<file path="config.mk">
export PLATFORM = sky130hd
export DESIGN_NAME = srdiv_top
export DESIGN_NICKNAME = d
export VERILOG_FILES = /design/src/rtl/srdiv_pkg.sv /design/src/rtl/srdiv_sign.sv /design/src/rtl/srdiv_iter.sv /design/src/rtl/srdiv_ctrl.sv /design/src/rtl/srdiv_top.sv
export SDC_FILE = /design/constraint.sdc
export NUM_CORES = 1
export LEC_CHECK = 0
export BUFFER_PORTS_ARGS = -buffer_cell sky130_fd_sc_hd__buf_2
export CAP_MARGIN = 20
export CORE_MARGIN = 8
export CORE_UTILIZATION = 65
export CTS_BUF_LIST = sky130_fd_sc_hd__clkbuf_4
export CTS_CLUSTER_SIZE = 8
export DETAILED_ROUTE_END_ITERATION = 6
export MAX_ROUTING_LAYER = met4
export PLACE_DENSITY = 0.88
export SLEW_MARGIN = 10
export SYNTH_ARGS = -nofsm -noshare
export SYNTH_HDL_FRONTEND = slang
export SYNTH_SLANG_ARGS = --single-unit
</file>
<file path="constraint.sdc">
create_clock -name clk -period 4.4 [get_ports clk]
set_clock_uncertainty 0.05 [all_clocks]
set_input_delay 0.66 -clock clk [delete_from_list [all_inputs] [get_ports clk]]
set_output_delay 0.66 -clock clk [all_outputs]
set_load 0.005 [all_outputs]
</file>
<file path="src/rtl/srdiv_pkg.sv">
package srdiv_pkg;

  typedef enum logic [0:0] {
    PH_IDLE = 1'b0,
    PH_LOOP = 1'b1
  } srdiv_phase_t;

endpackage

</file>
<file path="src/rtl/srdiv_sign.sv">
// Operand conditioning: magnitudes, result sign and zero-divisor detect.
module srdiv_sign #(
  parameter int W = 8
) (
  input  logic [W-1:0] num_i,
  input  logic [W-1:0] den_i,
  output logic [W-1:0] num_mag_o,
  output logic [W-1:0] den_mag_o,
  output logic         neg_o,
  output logic         den_zero_o
);

  localparam int MSB = W - 1;

  logic sgn_acc;

  always_comb begin
    sgn_acc = 1'b0;
    den_mag_o = den_i;
    if (den_i[MSB]) begin
      den_mag_o = ~den_i + 1'b1;
      sgn_acc   = ~sgn_acc;
    end
    num_mag_o = num_i;
    if (num_i[MSB]) begin
      num_mag_o = ~num_i + 1'b1;
      sgn_acc   = ~sgn_acc;
    end
    neg_o      = sgn_acc;
    den_zero_o = (den_i == '0);
  end

endmodule

</file>
<file path="src/rtl/srdiv_iter.sv">
// Datapath: running remainder, divisor magnitude, count and sign.
module srdiv_iter #(
  parameter int W = 8
) (
  input  logic         clk,
  input  logic         rst,
  input  logic         load_i,
  input  logic         step_i,
  input  logic [W-1:0] num_mag_i,
  input  logic [W-1:0] den_mag_i,
  input  logic         neg_i,
  output logic         under_o,
  output logic [W-1:0] count_o,
  output logic         neg_o
);

  localparam int DW = W + 1;

  logic [W-1:0]  run_q;
  logic [W-1:0]  dvs_q;
  logic [W-1:0]  cnt_q;
  logic          neg_q;
  logic [DW-1:0] diff;

  // Extra top bit keeps the borrow visible for magnitudes up to 2^(W-1).
  assign diff    = {1'b0, run_q} - {1'b0, dvs_q};
  assign under_o = diff[DW-1];
  assign count_o = cnt_q;
  assign neg_o   = neg_q;

  always_ff @(posedge clk) begin
    if (rst) begin
      run_q <= '0;
      dvs_q <= '0;
      cnt_q <= '0;
      neg_q <= 1'b0;
    end else if (load_i) begin
      run_q <= num_mag_i;
      dvs_q <= den_mag_i;
      cnt_q <= '0;
      neg_q <= neg_i;
    end else if (step_i) begin
      run_q <= diff[W-1:0];
      cnt_q <= cnt_q + 1'b1;
    end
  end

endmodule

</file>
<file path="src/rtl/srdiv_ctrl.sv">
// Sequencer: accept, iterate, finish.
module srdiv_ctrl
  import srdiv_pkg::*;
(
  input  logic clk,
  input  logic rst,
  input  logic go_i,
  input  logic den_zero_i,
  input  logic under_i,
  output logic load_o,
  output logic step_o,
  output logic fin_o,
  output logic fin_zero_o,
  output logic busy_o
);

  srdiv_phase_t ph_q, ph_d;
  logic busy_q;

  always_comb begin
    ph_d       = ph_q;
    load_o     = 1'b0;
    step_o     = 1'b0;
    fin_o      = 1'b0;
    fin_zero_o = 1'b0;
    case (ph_q)
      PH_IDLE: begin
        if (go_i) begin
          if (den_zero_i) begin
            fin_zero_o = 1'b1;
          end else begin
            load_o = 1'b1;
            ph_d   = PH_LOOP;
          end
        end
      end
      PH_LOOP: begin
        if (under_i) begin
          fin_o = 1'b1;
          ph_d  = PH_IDLE;
        end else begin
          step_o = 1'b1;
        end
      end
      default: ph_d = PH_IDLE;
    endcase
  end

  always_ff @(posedge clk) begin
    if (rst) begin
      ph_q   <= PH_IDLE;
      busy_q <= 1'b0;
    end else begin
      ph_q   <= ph_d;
      busy_q <= (ph_d == PH_LOOP);
    end
  end

  assign busy_o = busy_q;

endmodule

</file>
<file path="src/rtl/srdiv_top.sv">
module srdiv_top #(
  parameter int W = 8
) (
  input  logic         clk,
  input  logic         rst,
  input  logic         go,
  input  logic [W-1:0] dividend,
  input  logic [W-1:0] divisor,
  output logic [W-1:0] quotient,
  output logic         done,
  output logic         busy,
  output logic         div_zero
);

  logic [W-1:0] num_mag, den_mag, count;
  logic neg_in, den_zero, under, neg_run;
  logic load, step, fin, fin_zero;
  logic [W-1:0] quot_q;
  logic done_q, dz_q;

  srdiv_sign #(.W(W)) u_sign (
    .num_i(dividend), .den_i(divisor),
    .num_mag_o(num_mag), .den_mag_o(den_mag),
    .neg_o(neg_in), .den_zero_o(den_zero)
  );

  srdiv_iter #(.W(W)) u_iter (
    .clk(clk), .rst(rst), .load_i(load), .step_i(step),
    .num_mag_i(num_mag), .den_mag_i(den_mag), .neg_i(neg_in),
    .under_o(under), .count_o(count), .neg_o(neg_run)
  );

  srdiv_ctrl u_ctrl (
    .clk(clk), .rst(rst), .go_i(go), .den_zero_i(den_zero),
    .under_i(under), .load_o(load), .step_o(step),
    .fin_o(fin), .fin_zero_o(fin_zero), .busy_o(busy)
  );

  always_ff @(posedge clk) begin
    if (rst) begin
      quot_q <= '0;
      done_q <= 1'b0;
      dz_q   <= 1'b0;
    end else begin
      done_q <= fin | fin_zero;
      if (fin) begin
        quot_q <= neg_run ? (~count + 1'b1) : count;
        dz_q   <= 1'b0;
      end else if (fin_zero) begin
        quot_q <= '0;
        dz_q   <= 1'b1;
      end
    end
  end

  assign quotient = quot_q;
  assign done     = done_q;
  assign div_zero = dz_q;

endmodule

</file>
==> key figures, run 1 <==
Outcome
  • Status: finished, final reports clean

GRT
  • First-pass GRT wire length: 9287 µm
  • Antenna violations before repair: 0
  • GRT Util Overall: 18.99%
  • Largest net degree at the start of global routing: 29
  • Global route total overflow: 0
  • Number of global-route vias before repair: 2114

Drt
  • DR WL/cell: 15.04 µm
  • First-pass detailed-route iteration total: 4
  • Via/cell ratio: 6.059
  • Drt drc: 0
  • Initial drt markers: 157
  • Routed Antenna Nets: 0
  • Wirelength, routed: 5368 µm
  • Vias: 2163

Setup path
  • CP Max Fanout: 19
  • Arr. time, crit path: 2660 ps
  • Crit path kind: register to register
  • Slowest stage cell, crit path: a31o_2
  • Critical path, cell by cell: inv_1 > ha_1 > a21o_1 > a21oi_1 > a31o_2 > a221oi_1 > a221oi_1
  • Crit path from: u_iter.dvs_q[4]
  • R2R setup slack: 1940 ps
  • CP endpoint kind: register
  • Largest stage delay, worst path: 480 ps
  • Crit-path most repeated cell: a221oi_1
  • CP startpoint kind: register
  • Crit path required time: 4590 ps
  • R2r startpoint: u_iter.dvs_q[4]

Final layout
  • Area growth syn-to-layout: 8.506%
  • Non-filler instance count after layout: 357
  • Antenna diodes: 0
  • Final net count: 340
  • Share of cells above drive strength 1: 14.89%

Synth
  • Post-Synthesis Net Count: 321
  • Synth Flop Type: dfxtp_1
  • Synthesized area: 2354 µm²
  • Synthesis Warnings: 0
  • EDFF count, synth: 0
  • Synth Area in Compound Gates: 25.89%
  • Most common library cells after synthesis: 36 x dfxtp_1, 23 x nand2_1, 22 x a21oi_1
  • Top-count cell post-synth: dfxtp_1
  • Post-Synth XOR/XNOR Area: 8.187%
  • Post-synthesis adder-cell area fraction: 7.230%
  • Mux cell area share after synthesis: 1.701%
  • Post-synthesis instance total: 289
  • Largest family of logic cells by synthesized area: compound AO/OA/AOI/OAI gates
  • Register area share after synthesis: 30.62%
  • Cell variety after synth: 53
  • Post-Syn Area per Cell: 8.144 µm²
  • Asr flop ratio synth: 0%
  • Yosys reg bits: 36
  • Yosys top cell area share: 30.62%
  • Ranking of synthesized cells by area: dfxtp_1 31%, ha_1 6.4%, a21oi_1 4.7%, xnor2_1 4.5%, xor2_1 3.7%
  • Post-synthesis simple-gate area fraction: 20.52%
  • Area leader, netlist: dfxtp_1

Pwr
  • Lkg Pwr: 1.006 nW
  • Pwr dens: 334.4 nW/µm²
  • VDD IR-drop max: 0.0002998 V

Placed design
  • Gp weighted congestion: 0.8644
  • DP Cell Count: 349
  • DPL Wire Length: 4003 µm
  • Port Buffers: 29

Timing
  • Setup_tns: 0 ps
  • Worst slew margin: 59.17%
  • Final count of hold timing violations: 0
  • Final setup viols: 0
  • Fin crit share: 56.02%
  • Count of final max-slew check failures: 0
  • RSZ-0062 raised after global routing: no
  • Worst-Margin Slew: 612.4 ps
  • Min Clock Period, post-route: 2465 ps
  • Max Freq: 405.7 MHz

Die
  • Die area: 5802 µm²
  • Initial Utilization: 65.77%
  • Chip width: 76.17 µm
  • Die Ht: 76.17 µm
  • Cell Rows: 22
  • # IOs: 30
  • Core area: 3578 µm²

Worst hold path
  • Worst min path class: register to register
  • Worst hold path startpoint: u_iter.dvs_q[7]

CTS
  • Post_cts resized: 0
  • Post-CTS Hold Fix Bufs: 0
  • Worst-skew pair later-pin latency: 340 ps
  • Clock root buffer: clkbuf_4
  • Max clock buf depth: 2
  • Clock tree sinks: 36
  • CTS tree: done
  • CTS buffer count: 5
  • Clock Pin Slew Worst Setup and Hold Paths: 120 ps
  • H-tree Lvls: 2
  • Post-CTS setup buffer count: 0

Run
  • Maxcap violations: 0
-- metrics by stage --
stage	utilization [%]	power [mW]	instance area, µm²	hold WS, ps	setup WS, ps
detailed placement	69.65	0.6617	2492	408.6	1635
finish	71.36	0.8541	2554	421.4	1935
global route	71.36	0.9015	2554	447.6	1734
CTS	71.36	0.8498	2554	424.5	1982
global placement	69.65	0.6543	2492	395.0	1692
floorplan	-	0.5975	2354	381.9	2199
-- where the power goes --
group          internal, mW  switching, mW  total (mW)
Clock                0.0766          0.115       0.192
Combinational         0.116          0.183       0.299
Sequential            0.347         0.0158       0.363
-- placed cells by master, fill, tap and decap left out, drive strengths merged, types with 3 or more instances in the layout --
| cell | n |
|---|---|
| inv | 17 |
| nor3b | 3 |
| a31oi | 5 |
| o21ai | 9 |
| dfxtp | 36 |
| a221oi | 3 |
| o211ai | 9 |
| nor4 | 3 |
| a21o | 4 |
| nand3 | 14 |
| nand2 | 24 |
| nand2b | 3 |
| nor2b | 4 |
| nor2 | 16 |
| or4 | 6 |
| xor2 | 10 |
| or3 | 4 |
| a21oi | 22 |
| buf | 30 |
| nor3 | 5 |
| ha | 12 |
| mux2i | 4 |
| nand4 | 4 |
| o31ai | 9 |
| xnor2 | 12 |
| a21boi | 4 |
| a211oi | 9 |
| clkbuf | 7 |
-- final cells by class --
cell class,instances,area (µm²)
multi-input combinational,218,1495
fill,292,1025
sequential,36,720.7
timing repair buffer,30,152.6
inverter,17,63.81
tap,48,60.06
clock buffer,7,52.55
clock inverter,1,8.758
-- cells by family after synthesis --
group                    after synthesis
buffers and inverters                 35
adder cells (fa/ha/maj)               13
AND/OR/NAND/NOR                       92
flip-flops                            36
XOR/XNOR                              22
multiplexers                           4
AO/OA/AOI/OAI                         87
-- state kept, by name, summed over array words and instances, names as in the netlist --
register / cells
done: 1
quotient: 8
u_iter.dvs_q: 8
div_zero: 1
u_ctrl.busy_o: 1
u_iter.neg_o: 1
u_iter.count_o: 8
u_iter.run_q: 8
-- final timing paths --
| path | cells after the start | to |
|---|---|---|
| worst max-delay path | 7 | u_iter.run_q[1] |
| worst min-delay path | 2 | u_iter.dvs_q[7] |
| worst max register to register | 7 | u_iter.run_q[1] |
| worst min register to register | 2 | u_iter.dvs_q[7] |
-- critical path: cells and delay by family (launching register included) --
kind | cells | cell delay, ps
DFF | 1 | 350
buffers and inverters | 1 | 50
adders and majority gates | 1 | 380
AOI/OAI and AO/OA | 5 | 1530
-- routing by layer --
layer	routed length, µm	global-route usage [%]	vias to the layer above
met5	0	-	-
met4	30	3.462	0
met3	245	4.717	5
met2	2706	33.68	35
met1	2386	21.10	1025
li1	-	-	1098
No activity file was read; power rests on OpenSTA's default activity.
==> run 2, diff against run 1 <==
Settings changed: ABC_AREA set to 1, CORE_UTILIZATION 65 to 60, PLACE_DENSITY 0.88 to 0.82.
Clock period 4.4 ns to 2.6 ns, I/O delays scaled along.
==> key figures, run 2 <==
CTS
  • Post-CTS Hold Fix Bufs: 0 (unchanged)
  • H-tree Lvls: 2 (unchanged)
  • Clock tree sinks: 36 (unchanged)
  • CTS buffer count: 5 (unchanged)
  • Worst-skew pair later-pin latency: 350 ps (was 340 ps)
  • Clock Pin Slew Worst Setup and Hold Paths: 120 ps (about the same)
  • Post_cts resized: 0 (unchanged)
  • Clock root buffer: clkbuf_4 (unchanged)
  • Max clock buf depth: 2 (unchanged)
  • CTS tree: done (unchanged)
  • Post-CTS setup buffer count: 0 (unchanged)

Synth
  • Ranking of synthesized cells by area: dfxtp_1 29%, nand2_1 14%, nand3_1 8.3%, inv_1 7.7%, ha_1 6.1% (was dfxtp_1 31%, ha_1 6.4%, a21oi_1 4.7%, xnor2_1 4.5%, xor2_1 3.7%)
  • Top-count cell post-synth: nand2_1 (was dfxtp_1)
  • Post-synthesis instance total: 376 (was 289)
  • Post-synthesis adder-cell area fraction: 6.879% (was 7.230%)
  • Asr flop ratio synth: 0% (unchanged)
  • Post-Synthesis Net Count: 408 (was 321)
  • Yosys top cell area share: 29.14% (was 30.62%)
  • Yosys reg bits: 36 (unchanged)
  • Register area share after synthesis: 29.14% (was 30.62%)
  • Mux cell area share after synthesis: 0% (was 1.701%)
  • Largest family of logic cells by synthesized area: simple AND/OR/NAND/NOR gates (was compound AO/OA/AOI/OAI gates)
  • Synth Area in Compound Gates: 11.38% (was 25.89%)
  • Most common library cells after synthesis: 95 x nand2_1, 51 x inv_1, 41 x nand3_1 (was 36 x dfxtp_1, 23 x nand2_1, 22 x a21oi_1)
  • Synthesis Warnings: 0 (unchanged)
  • Post-Synth XOR/XNOR Area: 4.603% (was 8.187%)
  • EDFF count, synth: 0 (unchanged)
  • Area leader, netlist: dfxtp_1 (unchanged)
  • Synthesized area: 2474 µm² (was 2354 µm²)
  • Post-Syn Area per Cell: 6.579 µm² (was 8.144 µm²)
  • Cell variety after synth: 32 (was 53)
  • Post-synthesis simple-gate area fraction: 36.06% (was 20.52%)
  • Synth Flop Type: dfxtp_1 (unchanged)

Timing
  • Final setup viols: 0 (unchanged)
  • Count of final max-slew check failures: 0 (unchanged)
  • Worst-Margin Slew: 499.9 ps (was 612.4 ps)
  • Min Clock Period, post-route: 2069 ps (was 2465 ps)
  • Final count of hold timing violations: 0 (unchanged)
  • Max Freq: 483.4 MHz (was 405.7 MHz)
  • RSZ-0062 raised after global routing: no (unchanged)
  • Fin crit share: 79.56% (was 56.02%)
  • Worst slew margin: 66.59% (was 59.17%)
  • Setup_tns: 0 ps (unchanged)

Pwr
  • VDD IR-drop max: 0.0003526 V (was 0.0002998 V)
  • Total power: 1.560 mW (was 854.1 µW)
  • Pwr dens: 589.6 nW/µm² (was 334.4 nW/µm²)
  • Lkg Pwr: 1.283 nW (was 1.006 nW)

Worst hold path
  • Hold Crit Depth: 3 (was 2)
  • Worst hold path startpoint: divisor[0] (was u_iter.dvs_q[7])
  • Sink of the worst hold path: u_iter.dvs_q[0] (was u_iter.dvs_q[7])
  • Worst min path class: primary input to register (was register to register)

Placed design
  • Gp weighted congestion: 0.8663 (was 0.8644)
  • Port Buffers: 29 (unchanged)
  • DPL Wire Length: 4254 µm (was 4003 µm)

Drt
  • Wirelength, routed: 5430 µm (was 5368 µm)
  • Via/cell ratio: 5.248 (was 6.059)
  • Routed Antenna Nets: 0 (unchanged)
  • First-pass detailed-route iteration total: 5 (was 4)
  • Initial drt markers: 189 (was 157)
  • DR WL/cell: 12.04 µm (was 15.04 µm)
  • Vias: 2367 (was 2163)
  • Drt drc: 0 (unchanged)

Setup path
  • Crit path required time: 2810 ps (was 4590 ps)
  • Crit path kind: register to register (unchanged)
  • CP Max Fanout: 14 (was 19)
  • Arr. time, crit path: 2280 ps (was 2660 ps)
  • R2R setup slack: 530 ps (was 1940 ps)
  • FF-to-FF End: u_iter.run_q[7] (was u_iter.run_q[1])
  • R2r startpoint: u_iter.dvs_q[0] (was u_iter.dvs_q[4])
  • R2R depth: 11 (was 7)
  • CP endpoint kind: register (unchanged)
  • CP startpoint kind: register (unchanged)

Final layout
  • Register area: 720.7 µm² (unchanged)
  • Share of cells above drive strength 1: 13.97% (was 14.89%)
  • Antenna diodes: 0 (unchanged)
  • Commonest non-fill, non-tap cell in the layout: nand2_1 (was dfxtp_1)
  • Commonest cells after routing, fill and taps aside: 95 x nand2_1, 51 x inv_1, 41 x nand3_1 (was 36 x dfxtp_1, 29 x buf_2, 23 x nand2_1)
  • Multi-input logic area: 1458 µm² (was 1495 µm²)
  • Area growth syn-to-layout: 6.980% (was 8.506%)
  • Final net count: 432 (was 340)
  • Fillers: 372 (was 292)

Die
  • Cell Rows: 23 (was 22)
  • Die area: 6434 µm² (was 5802 µm²)
  • Initial Utilization: 62.29% (was 65.77%)
  • Chip width: 80.21 µm (was 76.17 µm)
  • Die Ht: 80.21 µm (was 76.17 µm)
  • # IOs: 30 (unchanged)
  • Core area: 3971 µm² (was 3578 µm²)

Outcome
  • Status: finished, final reports clean (unchanged)

GRT
  • Antenna violations before repair: 0 (unchanged)
  • First-pass GRT wire length: 9473 µm (was 9287 µm)
  • Number of global-route vias before repair: 2164 (was 2114)
  • GRT Util Overall: 18.66% (was 18.99%)
  • Largest net degree at the start of global routing: 25 (was 29)
  • Global route total overflow: 0 (unchanged)

Run
  • Maxcap violations: 0 (unchanged)
run 2: cell type report:
type	count	share of cell area [%]
clock buffer	5	1.418
multi-input combinational	274	55.08
clock inverter	3	0.6619
tap	50	2.364
inverter	54	7.754
timing repair buffer	29	5.485
sequential	36	27.23
run 2: logic make-up after synthesis:
group / after synthesis
flops: 36
fa+ha+maj: 13
xor+xnor: 13
simple gates: 195
buf+inv: 66
compound gates: 53
run 2: layer usage:
metal	routed length (µm)	track usage, %
met5	0	-
met4	56	4.909
met3	301	4.464
met2	2260	28.05
met1	2811	24.36
run 2: worst max-delay path by stage:
| stage | startpoint | endpoint | slack (ps) | cells past startpoint |
|---|---|---|---|---|
| 6_report | u_iter.dvs_q[0] | u_iter.run_q[7] | 530 | 11 |
| 5_1_grt | u_iter.dvs_q[0] | u_iter.run_q[7] | 330 | 11 |
| 4_1_cts | u_iter.run_q[0] | u_iter.run_q[0] | 530 | 12 |
| 3_5_place_dp | u_iter.run_q[0] | u_iter.run_q[7] | 540 | 12 |
| 3_3_place_gp | u_iter.run_q[0] | u_iter.run_q[7] | 590 | 12 |
| 2_1_floorplan | u_iter.run_q[0] | u_iter.run_q[0] | 780 | 13 |
run 2: where the power goes:
group	switching (mW)	total [mW]	internal [mW]	leakage (nW)
Sequential	0.0325	0.632	0.599	0.294
Combinational	0.399	0.622	0.223	0.955
Clock	0.202	0.306	0.104	0.0330
run 2: through the flow:
step / util (%) / hold WS, ps / area (µm²) / setup slack (ps) / cells
2_1_floorplan: - / 405.4 / 2474 / 783.8 / 376
3_3_place_gp: 65.25 / 394.5 / 2591 / 588.0 / 443
3_5_place_dp: 65.25 / 398.3 / 2591 / 540.4 / 443
4_1_cts: 66.64 / 282.8 / 2646 / 531.9 / 451
5_1_grt: 66.64 / 297.2 / 2646 / 327.5 / 451
6_report: 66.64 / 290.2 / 2646 / 531.4 / 451
run 2: critical path, cell delays in order, from the launching register on:
cell and delay (ps):
dfxtp_1 350, ha_1 140, inv_1 60, fa_1 390, nand2_1 70, nand2_1 110
nand3_2 110, nand2_1 70, nand2_2 220, nand2_4 160, o21ai_0 190, nor2_1 60
==> run 3, diff against run 2 <==
Settings changed: CORE_UTILIZATION 60 to 55, PLACE_DENSITY 0.82 to 0.79.
Clock period 2.6 ns to 1.9 ns, I/O delays scaled along.
==> key figures, run 3 (synthesized netlist as in run 2, its figures left out) <==
Setup path
  • CP startpoint kind: register (unchanged)
  • CP endpoint kind: register (unchanged)
  • FF-to-FF End: u_iter.count_o[2] (was u_iter.run_q[7])
  • R2r startpoint: u_iter.run_q[0] (was u_iter.dvs_q[0])
  • Crit path required time: 2100 ps (was 2810 ps)
  • CP Max Fanout: 9 (was 14)
  • R2R depth: 13 (was 11)
  • Slowest stage cell, crit path: fa_2 (was fa_1)
  • Critical path, cell by cell: inv_2 > ha_4 > inv_2 > fa_2 > nand2_2 > nand2_4 > nand3_4 > nand2_2 > nand2_4 > buf_8 > inv_4 > nand2_1 > a21oi_2 (was ha_1 > inv_1 > fa_1 > nand2_1 > nand2_1 > nand3_2 > nand2_1 > nand2_2 > nand2_4 > o21ai_0 > nor2_1)
  • Arr. time, crit path: 2010 ps (was 2280 ps)
  • R2R setup slack: 90 ps (was 530 ps)
  • Crit path from: u_iter.run_q[0] (was u_iter.dvs_q[0])
  • Largest stage delay, worst path: 350 ps (was 390 ps)
  • Cell count along the critical path: 13 (was 11)
  • Buf/Inv on CP: 4 (was 1)
  • Cell family with most CP delay: simple AND/OR/NAND/NOR gates (unchanged)
  • Critical Path Sink: u_iter.count_o[2] (was u_iter.run_q[7])
  • Crit path kind: register to register (unchanged)

Worst hold path
  • Hold Crit Depth: 3 (unchanged)
  • Worst min path class: primary input to register (unchanged)

CTS
  • Clock tree sinks: 36 (unchanged)
  • CTS buffer count: 5 (unchanged)
  • Post-CTS Hold Fix Bufs: 0 (unchanged)
  • H-tree Lvls: 2 (unchanged)
  • Max clock buf depth: 2 (unchanged)
  • Clock root buffer: clkbuf_4 (unchanged)
  • CTS tree: done (unchanged)
  • Clock Pin Slew Worst Setup and Hold Paths: 120 ps (about the same)
  • Worst-skew pair later-pin latency: 360 ps (was 350 ps)

Pwr
  • VDD IR-drop max: 0.0006304 V (was 0.0003526 V)
  • Total power: 2.738 mW (was 1.560 mW)
  • Lkg Pwr: 1.400 nW (was 1.283 nW)
  • Pwr dens: 932.1 nW/µm² (was 589.6 nW/µm²)

Die
  • Cell Rows: 24 (was 23)
  • Die Ht: 83.07 µm (was 80.21 µm)
  • Die area: 6900 µm² (was 6434 µm²)
  • Chip width: 83.07 µm (was 80.21 µm)
  • Initial Utilization: 56.81% (was 62.29%)
  • # IOs: 30 (unchanged)
  • Core area: 4354 µm² (was 3971 µm²)

Final layout
  • Area growth syn-to-layout: 18.77% (was 6.980%)
  • Commonest non-fill, non-tap cell in the layout: nand2_1 (unchanged)
  • Antenna diodes: 0 (unchanged)
  • Share of cells above drive strength 1: 21.50% (was 13.97%)
  • Commonest cells after routing, fill and taps aside: 90 x nand2_1, 48 x inv_1, 41 x nand3_1 (was 95 x nand2_1, 51 x inv_1, 41 x nand3_1)
  • Register area: 725.7 µm² (was 720.7 µm²)
  • Final net count: 445 (was 432)
  • Final instance area: 2938 µm² (was 2646 µm²)
  • Fillers: 373 (was 372)
  • Layout Utilization: 67.47% (was 66.64%)
  • Multi-input logic area: 1570 µm² (was 1458 µm²)

GRT
  • Global route total overflow: 0 (unchanged)
  • Largest net degree at the start of global routing: 19 (was 25)
  • Antenna violations before repair: 0 (unchanged)
  • Number of global-route vias before repair: 2218 (was 2164)
  • First-pass GRT wire length: 9777 µm (was 9473 µm)
  • GRT Util Overall: 16.86% (was 18.66%)

Timing
  • Final count of hold timing violations: 0 (unchanged)
  • Max Freq: 553.5 MHz (was 483.4 MHz)
  • Fin crit share: 95.09% (was 79.56%)
  • Worst slew margin: 66.12% (was 66.59%)
  • WHS: 162.0 ps (was 290.2 ps)
  • Count of final max-slew check failures: 0 (unchanged)
  • Final setup viols: 0 (unchanged)
  • Worst-Margin Slew: 507.6 ps (was 499.9 ps)
  • Min Clock Period, post-route: 1807 ps (was 2069 ps)

Drt
  • Initial drt markers: 143 (was 189)
  • DR WL/cell: 12.37 µm (was 12.04 µm)
  • Drt drc: 0 (unchanged)
  • Vias: 2393 (was 2367)
  • Routed Antenna Nets: 0 (unchanged)
  • Via/cell ratio: 5.135 (was 5.248)
  • First-pass detailed-route iteration total: 4 (was 5)
  • Wirelength, routed: 5765 µm (was 5430 µm)

Run
  • Maxcap violations: 0 (unchanged)

Placed design
  • DPL Wire Length: 4409 µm (was 4254 µm)
  • Gp weighted congestion: 0.8590 (was 0.8663)
  • Port Buffers: 29 (unchanged)
  • Placed cell areas: 2676 µm² (was 2591 µm²)

Outcome
  • Status: finished, final reports clean (unchanged)
## run 3: cell types whose count changed in the layout (fill, tap and decap cells not counted), moves of 4 or more
cell	before	now
nand2_1	95	90
dfxtp_1	36	32
dfxtp_2	0	4
buf_4	0	11
## run 3: how the worst min path moves through the flow
stage | start | end | slack (ps)
after CTS | divisor[0] | u_iter.dvs_q[0] | 150
final | divisor[0] | u_iter.dvs_q[0] | 160
after global placement | quotient[3] | quotient[3] | 400
after floorplan | rst | div_zero | 310
after global routing | divisor[0] | u_iter.dvs_q[0] | 180
after detailed placement | quotient[0] | quotient[0] | 400
## run 3: layout make-up
class                      count  area share (%)
timing repair buffer          41           8.262
multi-input combinational    275           53.45
tap                           52           2.215
sequential                    36           24.70
clock buffer                   5           1.278
inverter                      54           7.027
clock inverter                 3           3.066
## run 3: worst reg2reg max path, cell delays in order, from the launching register on
cell	delay [ps]
dfxtp_2	340
inv_2	60
ha_4	110
inv_2	40
fa_2	350
nand2_2	90
nand2_4	70
nand3_4	100
nand2_2	70
nand2_4	130
buf_8	150
inv_4	60
nand2_1	70
a21oi_2	50
## run 3: power by group
group | internal (mW) | switching, mW | leakage (nW)
sequential | 0.822 | 0.0563 | 0.296
combinational | 0.425 | 0.613 | 1.04
clock | 0.542 | 0.279 | 0.0654
total | 1.79 | 0.948 | 1.40
## run 3: through the flow
stage | cells | setup TNS (ps) | setup slack (ps)
final | 466 | 0 | 93.21
after global routing | 466 | -46.66 | -19.33
after CTS | 464 | 0 | 13.14
after detailed placement | 456 | 0 | 4.195
after global placement | 456 | 0 | 48.28
after floorplan | 376 | 0 | 83.80
## run 3: metal layers
layer	vias to the layer above	GRT usage (%)	wire, µm
met5	-	-	0
met4	0	6.070	104
met3	10	3.027	249
met2	46	27.58	2733
met1	1065	20.16	2678
li1	1272	-	-
## run 3: timing repair
action / 4_1_cts / 5_1_grt
pin swaps: 0 / 1
buffers inserted: 0 / 1
gates cloned: 0 / 1
endpoints found under the setup margin: 9 / 27
gates resized for setup: 4 / 27
